<file path="src/rtl/sdr_pkg.sv">
package sdr_pkg;

  typedef enum logic [1:0] {
    RXI_OFF       = 2'd0,
    RXI_RSVD      = 2'd1,
    RXI_ALL_PAR   = 2'd2,
    RXI_ALL_NOPAR = 2'd3
  } rxi_mode_e;

  typedef struct packed {
    logic      rdy_en;
    logic      rdy_fn;
    logic      rdy_rx;
    rxi_mode_e mode;
  } sdr_cfg_t;

  localparam sdr_cfg_t CFG_RESET = '{rdy_en: 1'b0, rdy_fn: 1'b0, rdy_rx: 1'b0, mode: RXI_OFF};

  // Receive interrupts are qualified only by the upper mode code bit.
  function automatic logic mode_irq_on(rxi_mode_e m);
    return m[1];
  endfunction

  function automatic logic err_is_special(rxi_mode_e m, logic par, logic ovr, logic frm);
    return ovr | frm | (par & (m == RXI_ALL_PAR));
  endfunction

endpackage

</file>
<file path="src/rtl/sdr_cfg_reg.sv">
module sdr_cfg_reg
  import sdr_pkg::*;
#(
  parameter int CFG_W    = 8,
  parameter int EN_BIT   = 7,
  parameter int FN_BIT   = 6,
  parameter int SEL_BIT  = 5,
  parameter int MODE_LSB = 3
) (
  input  logic                      clk,
  input  logic                      rst,
  input  logic                      we,
  input  logic [CFG_W-1:MODE_LSB]   wdata,
  output sdr_cfg_t                  cfg_q,
  output sdr_cfg_t                  cfg_nxt
);
  localparam int MODE_W = $bits(rxi_mode_e);

  sdr_cfg_t wr_cfg;

  always_comb begin
    wr_cfg.rdy_en = wdata[EN_BIT];
    wr_cfg.rdy_fn = wdata[FN_BIT];
    wr_cfg.rdy_rx = wdata[SEL_BIT];
    wr_cfg.mode   = rxi_mode_e'(wdata[MODE_LSB +: MODE_W]);
    cfg_nxt       = we ? wr_cfg : cfg_q;
  end

  always_ff @(posedge clk) begin
    if (rst) cfg_q <= CFG_RESET;
    else     cfg_q <= cfg_nxt;
  end

endmodule

</file>
<file path="src/rtl/sdr_byte_buf.sv">
module sdr_byte_buf #(
  parameter int DATA_W = 8
) (
  input  logic              clk,
  input  logic              rst,
  input  logic              put,
  input  logic [DATA_W-1:0] put_data,
  input  logic              take,
  output logic              full_q,
  output logic              full_nxt,
  output logic [DATA_W-1:0] data_q
);
  // A put in the same cycle as a take wins: the slot holds the new byte.
  always_comb full_nxt = put | (full_q & ~take);

  always_ff @(posedge clk) begin
    if (rst) begin
      full_q <= 1'b0;
      data_q <= '0;
    end else begin
      full_q <= full_nxt;
      if (put) data_q <= put_data;
    end
  end

endmodule

</file>
<file path="src/rtl/sdr_ready_gen.sv">
module sdr_ready_gen
  import sdr_pkg::*;
(
  input  logic     clk,
  input  logic     rst,
  input  sdr_cfg_t cfg_nxt,
  input  logic     tx_full_nxt,
  input  logic     rx_full_nxt,
  output logic     rdy_n
);
  logic req_nxt;

  // Computed from next state so the pin moves at the same edge as the buffer.
  always_comb begin
    if (!(cfg_nxt.rdy_en && cfg_nxt.rdy_fn)) req_nxt = 1'b0;
    else if (cfg_nxt.rdy_rx)                 req_nxt = rx_full_nxt;
    else                                     req_nxt = ~tx_full_nxt;
  end

  always_ff @(posedge clk) begin
    if (rst) rdy_n <= 1'b1;
    else     rdy_n <= ~req_nxt;
  end

endmodule

</file>
<file path="src/rtl/sdr_rx_irq.sv">
module sdr_rx_irq
  import sdr_pkg::*;
(
  input  logic      clk,
  input  logic      rst,
  input  rxi_mode_e mode,
  input  logic      rx_load,
  input  logic      par_err,
  input  logic      ovr_err,
  input  logic      frm_err,
  input  logic      rx_rd,
  output logic      irq,
  output logic      irq_special
);
  logic hit, spec;

  always_comb begin
    hit  = rx_load & mode_irq_on(mode);
    spec = hit & err_is_special(mode, par_err, ovr_err, frm_err);
  end

  always_ff @(posedge clk) begin
    if (rst) begin
      irq         <= 1'b0;
      irq_special <= 1'b0;
    end else begin
      irq         <= (irq & ~rx_rd) | hit;
      irq_special <= (irq_special & ~rx_rd) | spec;
    end
  end

endmodule

</file>
<file path="src/rtl/serial_dma_ready.sv">
module serial_dma_ready
  import sdr_pkg::*;
#(
  parameter int DATA_W   = 8,
  parameter int CFG_W    = 8,
  parameter int EN_BIT   = 7,
  parameter int FN_BIT   = 6,
  parameter int SEL_BIT  = 5,
  parameter int MODE_LSB = 3
) (
  input  logic                    clk,
  input  logic                    rst,
  input  logic                    cfg_we,
  input  logic [CFG_W-1:MODE_LSB] cfg_wdata,
  input  logic                    tx_wr,
  input  logic [DATA_W-1:0]       tx_wdata,
  input  logic                    tx_take,
  output logic [DATA_W-1:0]       tx_data,
  output logic                    tx_full,
  input  logic                    rx_load,
  input  logic [DATA_W-1:0]       rx_data,
  input  logic                    rx_par_err,
  input  logic                    rx_ovr_err,
  input  logic                    rx_frm_err,
  input  logic                    rx_rd,
  output logic [DATA_W-1:0]       rx_rdata,
  output logic                    rx_full,
  output logic                    rdy_n,
  output logic                    irq,
  output logic                    irq_special
);
  localparam int NUM_BUF = 2;
  localparam int BUF_TX  = 0;
  localparam int BUF_RX  = 1;

  sdr_cfg_t cfg_q, cfg_nxt;

  logic              buf_put  [NUM_BUF];
  logic              buf_take [NUM_BUF];
  logic [DATA_W-1:0] buf_din  [NUM_BUF];
  logic [DATA_W-1:0] buf_dout [NUM_BUF];
  logic              buf_full [NUM_BUF];
  logic              buf_fnxt [NUM_BUF];

  sdr_cfg_reg #(
    .CFG_W(CFG_W), .EN_BIT(EN_BIT), .FN_BIT(FN_BIT),
    .SEL_BIT(SEL_BIT), .MODE_LSB(MODE_LSB)
  ) u_cfg (
    .clk(clk), .rst(rst), .we(cfg_we), .wdata(cfg_wdata),
    .cfg_q(cfg_q), .cfg_nxt(cfg_nxt)
  );

  always_comb begin
    buf_put[BUF_TX]  = tx_wr;
    buf_take[BUF_TX] = tx_take;
    buf_din[BUF_TX]  = tx_wdata;
    buf_put[BUF_RX]  = rx_load;
    buf_take[BUF_RX] = rx_rd;
    buf_din[BUF_RX]  = rx_data;
  end

  for (genvar g = 0; g < NUM_BUF; g++) begin : g_buf
    sdr_byte_buf #(.DATA_W(DATA_W)) u_buf (
      .clk(clk), .rst(rst),
      .put(buf_put[g]), .put_data(buf_din[g]), .take(buf_take[g]),
      .full_q(buf_full[g]), .full_nxt(buf_fnxt[g]), .data_q(buf_dout[g])
    );
  end

  always_comb begin
    tx_data  = buf_dout[BUF_TX];
    tx_full  = buf_full[BUF_TX];
    rx_rdata = buf_dout[BUF_RX];
    rx_full  = buf_full[BUF_RX];
  end

  sdr_ready_gen u_rdy (
    .clk(clk), .rst(rst), .cfg_nxt(cfg_nxt),
    .tx_full_nxt(buf_fnxt[BUF_TX]), .rx_full_nxt(buf_fnxt[BUF_RX]),
    .rdy_n(rdy_n)
  );

  sdr_rx_irq u_irq (
    .clk(clk), .rst(rst), .mode(cfg_q.mode), .rx_load(rx_load),
    .par_err(rx_par_err), .ovr_err(rx_ovr_err), .frm_err(rx_frm_err),
    .rx_rd(rx_rd), .irq(irq), .irq_special(irq_special)
  );

endmodule

</file>
<file path="config.mk">
export PLATFORM = sky130hd
export DESIGN_NAME = serial_dma_ready
export DESIGN_NICKNAME = d
export VERILOG_FILES = /design/src/rtl/sdr_pkg.sv /design/src/rtl/sdr_cfg_reg.sv /design/src/rtl/sdr_byte_buf.sv /design/src/rtl/sdr_ready_gen.sv /design/src/rtl/sdr_rx_irq.sv /design/src/rtl/serial_dma_ready.sv
export SDC_FILE = /design/constraint.sdc
export NUM_CORES = 1
export LEC_CHECK = 0
export BUFFER_PORTS_ARGS = -buffer_cell sky130_fd_sc_hd__clkbuf_2
export CORE_UTILIZATION = 46
export DETAILED_ROUTE_END_ITERATION = 6
export PLACE_DENSITY = 0.94
export SYNTH_ARGS = -nofsm -noshare
export SYNTH_HDL_FRONTEND = slang
export SYNTH_HIERARCHICAL = 1
export SYNTH_SLANG_ARGS = --single-unit
</file>
<file path="constraint.sdc">
create_clock -name clk -period 2 [get_ports clk]
set_clock_uncertainty 0.05 [all_clocks]
set_input_delay 0.2 -clock clk [delete_from_list [all_inputs] [get_ports clk]]
set_output_delay 0.2 -clock clk [all_outputs]
set_load 0.01 [all_outputs]
</file>
==> results by stage <==
Clock network:
- Once the clock tree was built, the resizer swapped 0 gates to a different size.
- The clock root buffer master is clkbuf_4.
- Buffers added to address setup during post-CTS repair amount to 0.
- In this run the number of H-tree levels came out at 1.
- Hold repair after CTS inserted 0 buffers.
- The total clock sinks is 26.
- The TritonCTS clock tree is done.
- The number of buffers created by CTS is 3.
- Clock latency on the worst-skew pair, taken at its later pin, is 0.31 ns.
- No sink is reached through more buffers than the 2 on the longest clock path.
- The clock input transition at the sequential cells of the worst setup and hold paths is 0.14 ns.

Synth:
- The netlist uses 16 different library cells.
- Averaged over all synthesized cells, the footprint is 10.8 um^2.
- The area of the mapped netlist is 980 um^2.
- The area share of the leading cell type in the synthesized netlist is 53.1%.
- The post-synth net total is 122.
- The gate count of the mapped netlist is 91.
- The total of warnings raised by yosys is 6.
- Yosys attributes the largest share of cell area to dfxtp_1 53%, mux2i_1 16%, nor2_1 6.1%.
- Summed over all instances, the cell type with the most area after synthesis is dfxtp_1.
- Counting flops and latches in the post-synthesis netlist gives 26.
- The sequential share of the synthesized area is 53.1%.

Worst setup path:
- The type of the worst setup path is flip-flop to flip-flop.
- Data on the critical path is required at its endpoint by 2.16 ns.
- In this design, the stage delay of the slowest critical-path cell is 0.32 ns.
- The number of cells on the worst reg-to-reg path is 3.
- The critical path data arrival time is 1.39 ns.
- The highest fanout seen on the critical path is 3.
- The end of the worst register-to-register path is u_rdy/rdy_n.
- Traced cell by cell, the critical path runs through mux2_2 > or2_1 > a211o_1.
- The worst setup slack for register-to-register paths is 0.78 ns.
- STA classifies the critical path startpoint as a flip-flop.
- In this run the critical register-to-register path is launched from u_cfg/cfg_q[2].
- For this design, the slowest cell found on the critical path is dfxtp_1.
- The kind of end point of the critical path is a flip-flop.

Finish:
- The antenna diode instance count is 0.
- The number of fill cells is 182.
- Of the cells placed in the final design, the portion with a size suffix greater than 1 is 43.7%.
- At the end of the flow the core is filled with cells to 65.2%.
- The area added between synthesis and finish is 31.8%.
- For this run, the post-layout net count is 174.
- The multi-input gate area in the final layout is 422 um^2.
- The sequential cells in the finished layout cover a total of 520 um^2.

Global routing:
- The via count of the first global-routing pass is 648.
- The first global-routing pass estimated 2480 um of wire.
- The number of antenna violations at the first check in global routing was 0.
- Entering global routing, the biggest net connects 27 pins.
- The remaining global-route overflow is 0.
- The total routing resource utilization after global routing is 15.9%.

STA:
- After routing, the total negative slack on setup checks comes to 0 ns.
- The remaining max-slew budget at the tightest pin is 66.0%.
- Setup repair after global routing left no endpoint under its margin.
- The pin slew with the least headroom to its limit is 0.510 ns.
- The final period utilization is 61.2%.
- The max-slew violation count is 0.
- On the final layout, the worst hold slack is 0.0655 ns.
- The time the worst path needs with I/O delays and setup is 1.22 ns.
- The count of endpoints failing hold in the final timing report came to 0.
- The highest clock frequency the design can meet is 817 MHz.
- Setup violations remaining at the end of the flow were counted as 0.

Drt:
- The met1 wire length is 792 um.
- Detailed routing inserted a total of 777 vias.
- The violation count after the first detailed-routing iteration is 5.
- For this block, the routed nets add up to 1820 um of wire.
- The first detailed-routing pass took 4 iterations.
- The DRC violation count after routing is 0.
- The amount of wire on met3 after detailed routing is 94 um.
- The detail route stage leaves a number of antenna-violating nets equal to 0.
- The routed length on met2 is 915 um.
- Dividing the detail-routed wire length by the instance count gives 10.8 um.
- The average via count per standard cell is 4.60.
- Signal routing reaches up to met4.

Min path:
- The hold path startpoint is tx_wdata[3].
- The type of the worst min-delay path is input pin to flip-flop.
- Along the worst hold path, the cell count comes to 3.
- The path with the worst hold slack has its endpoint at g_buf[0].u_buf/data_q[3].

Die:
- After floorplanning, the core was divided into 16 placement rows.
- The area of the core region is 0.00198 mm^2.
- 52 I/O pins were placed.
- For this configuration, the core starts out at a cell density of 49.4%.
- The floorplan die area is 0.00232 mm^2.
- The die boundary width is 48.2 um.
- The y dimension of the die is 48.2 um.

Power and ir drop:
- The power density over cell area is 813 mW/mm^2.
- The maximum VDD drop is 452 uV.
- The analysis attributes to cell leakage a power of 0.674 nW.

Place:
- The wire-length estimate of the detail-placed layout is 1420 um.
- Routability-driven placement finished with a final weighted congestion of 0.666.
- The number of port buffers is 51.

Run:
- The number of maximum-capacitance violations is 0.

Status:
- The run finished with clean final reports.
flip-flops by register name, indices dropped and copies added, names as in the netlist:
register            flops
u_irq/irq_special       1
u_irq/irq               1
g_buf.u_buf/data_q     16
u_rdy/rdy_n             1
g_buf.u_buf/full_q      2
u_cfg/cfg_q             5
how the worst max path moves through the flow:
stage	from	to	slack, ns	cells past startpoint
detailed placement	cfg_we	u_rdy/rdy_n	0.63	4
floorplan	u_cfg/cfg_q[2]	u_rdy/rdy_n	0.83	3
global placement	cfg_we	u_rdy/rdy_n	0.66	4
CTS	u_cfg/cfg_q[2]	u_rdy/rdy_n	0.77	3
finish	u_cfg/cfg_q[2]	u_rdy/rdy_n	0.78	3
global route	u_cfg/cfg_q[2]	u_rdy/rdy_n	0.74	3
cell families (layout without fill, tap and decap cells):
kind of cell / count (synthesis) / after routing / synth area share [%]
buffers and inverters: 6 / 57 / 3.83
AO/OA/AOI/OAI: 6 / 6 / 4.60
AND/OR/NAND/NOR: 32 / 32 / 16.3
flip-flops: 26 / 26 / 53.1
multiplexers: 21 / 21 / 22.1
stage by stage:
stage / setup WS [ns] / total power, mW / instance area (um^2) / std cells
finish: 0.776 / 1.05 / 1290 / 169
detailed placement: 0.633 / 0.712 / 1240 / 165
global route: 0.736 / 1.10 / 1290 / 169
floorplan: 0.827 / 0.650 / 980 / 91
CTS: 0.773 / 1.06 / 1290 / 169
global placement: 0.659 / 0.706 / 1240 / 165
cell usage in the layout, fill, tap and decap left out:
cell type	count
clkbuf_2	51
dfxtp_1	26
mux2i_1	16
nor2_1	16
nand2_1	5
mux2_2	5
nand2b_1	4
a21oi_1	4
and2b_1	4
clkbuf_4	3
inv_1	2
bufinv_16	1
nor2b_4	1
nor2b_1	1
o311ai_2	1
or2_1	1
a211o_1	1
Yosys cell counts:
cell	number
mux2i_1	16
o311ai_2	1
nor2b_1	1
inv_1	2
and2b_1	4
nand2b_1	4
dfxtp_1	26
nor2_1	16
mux2_2	5
clkbuf_1	2
buf_6	2
or2_1	1
nand2_1	5
a211o_1	1
nor2b_4	1
a21oi_1	4
critical path, delay by kind of cell, from the launching register on:
| family | cells | cell delay, ns |
|---|---|---|
| flip-flops | 1 | 0.32 |
| AO/OA/AOI/OAI | 1 | 0.28 |
| multiplexers | 1 | 0.27 |
| AND/OR/NAND/NOR | 1 | 0.21 |
cell type report:
class / count / share of cell area (%)
inverter: 2 / 0.581
sequential: 26 / 40.3
clock buffer: 3 / 1.74
tap: 27 / 2.62
multi-input combinational: 59 / 32.7
clock inverter: 1 / 2.33
timing repair buffer: 51 / 19.8
where the power goes:
group,switching [mW],total [mW],internal [mW],leakage (nW)
Combinational,0.0649,0.137,0.0725,0.431
Sequential,0.0144,0.562,0.547,0.215
Clock,0.148,0.351,0.202,0.0279
Total,0.228,1.05,0.822,0.674
layer usage:
| metal | vias to the layer above | GRT usage (%) |
|---|---|---|
| met4 | 0 | 8.33 |
| met3 | 2 | 4.44 |
| li1 | 400 | - |
| met1 | 342 | 18.1 |
| met2 | 33 | 26.9 |
| met5 | - | 0 |
Note: power is estimated with default switching activity, not from simulation.
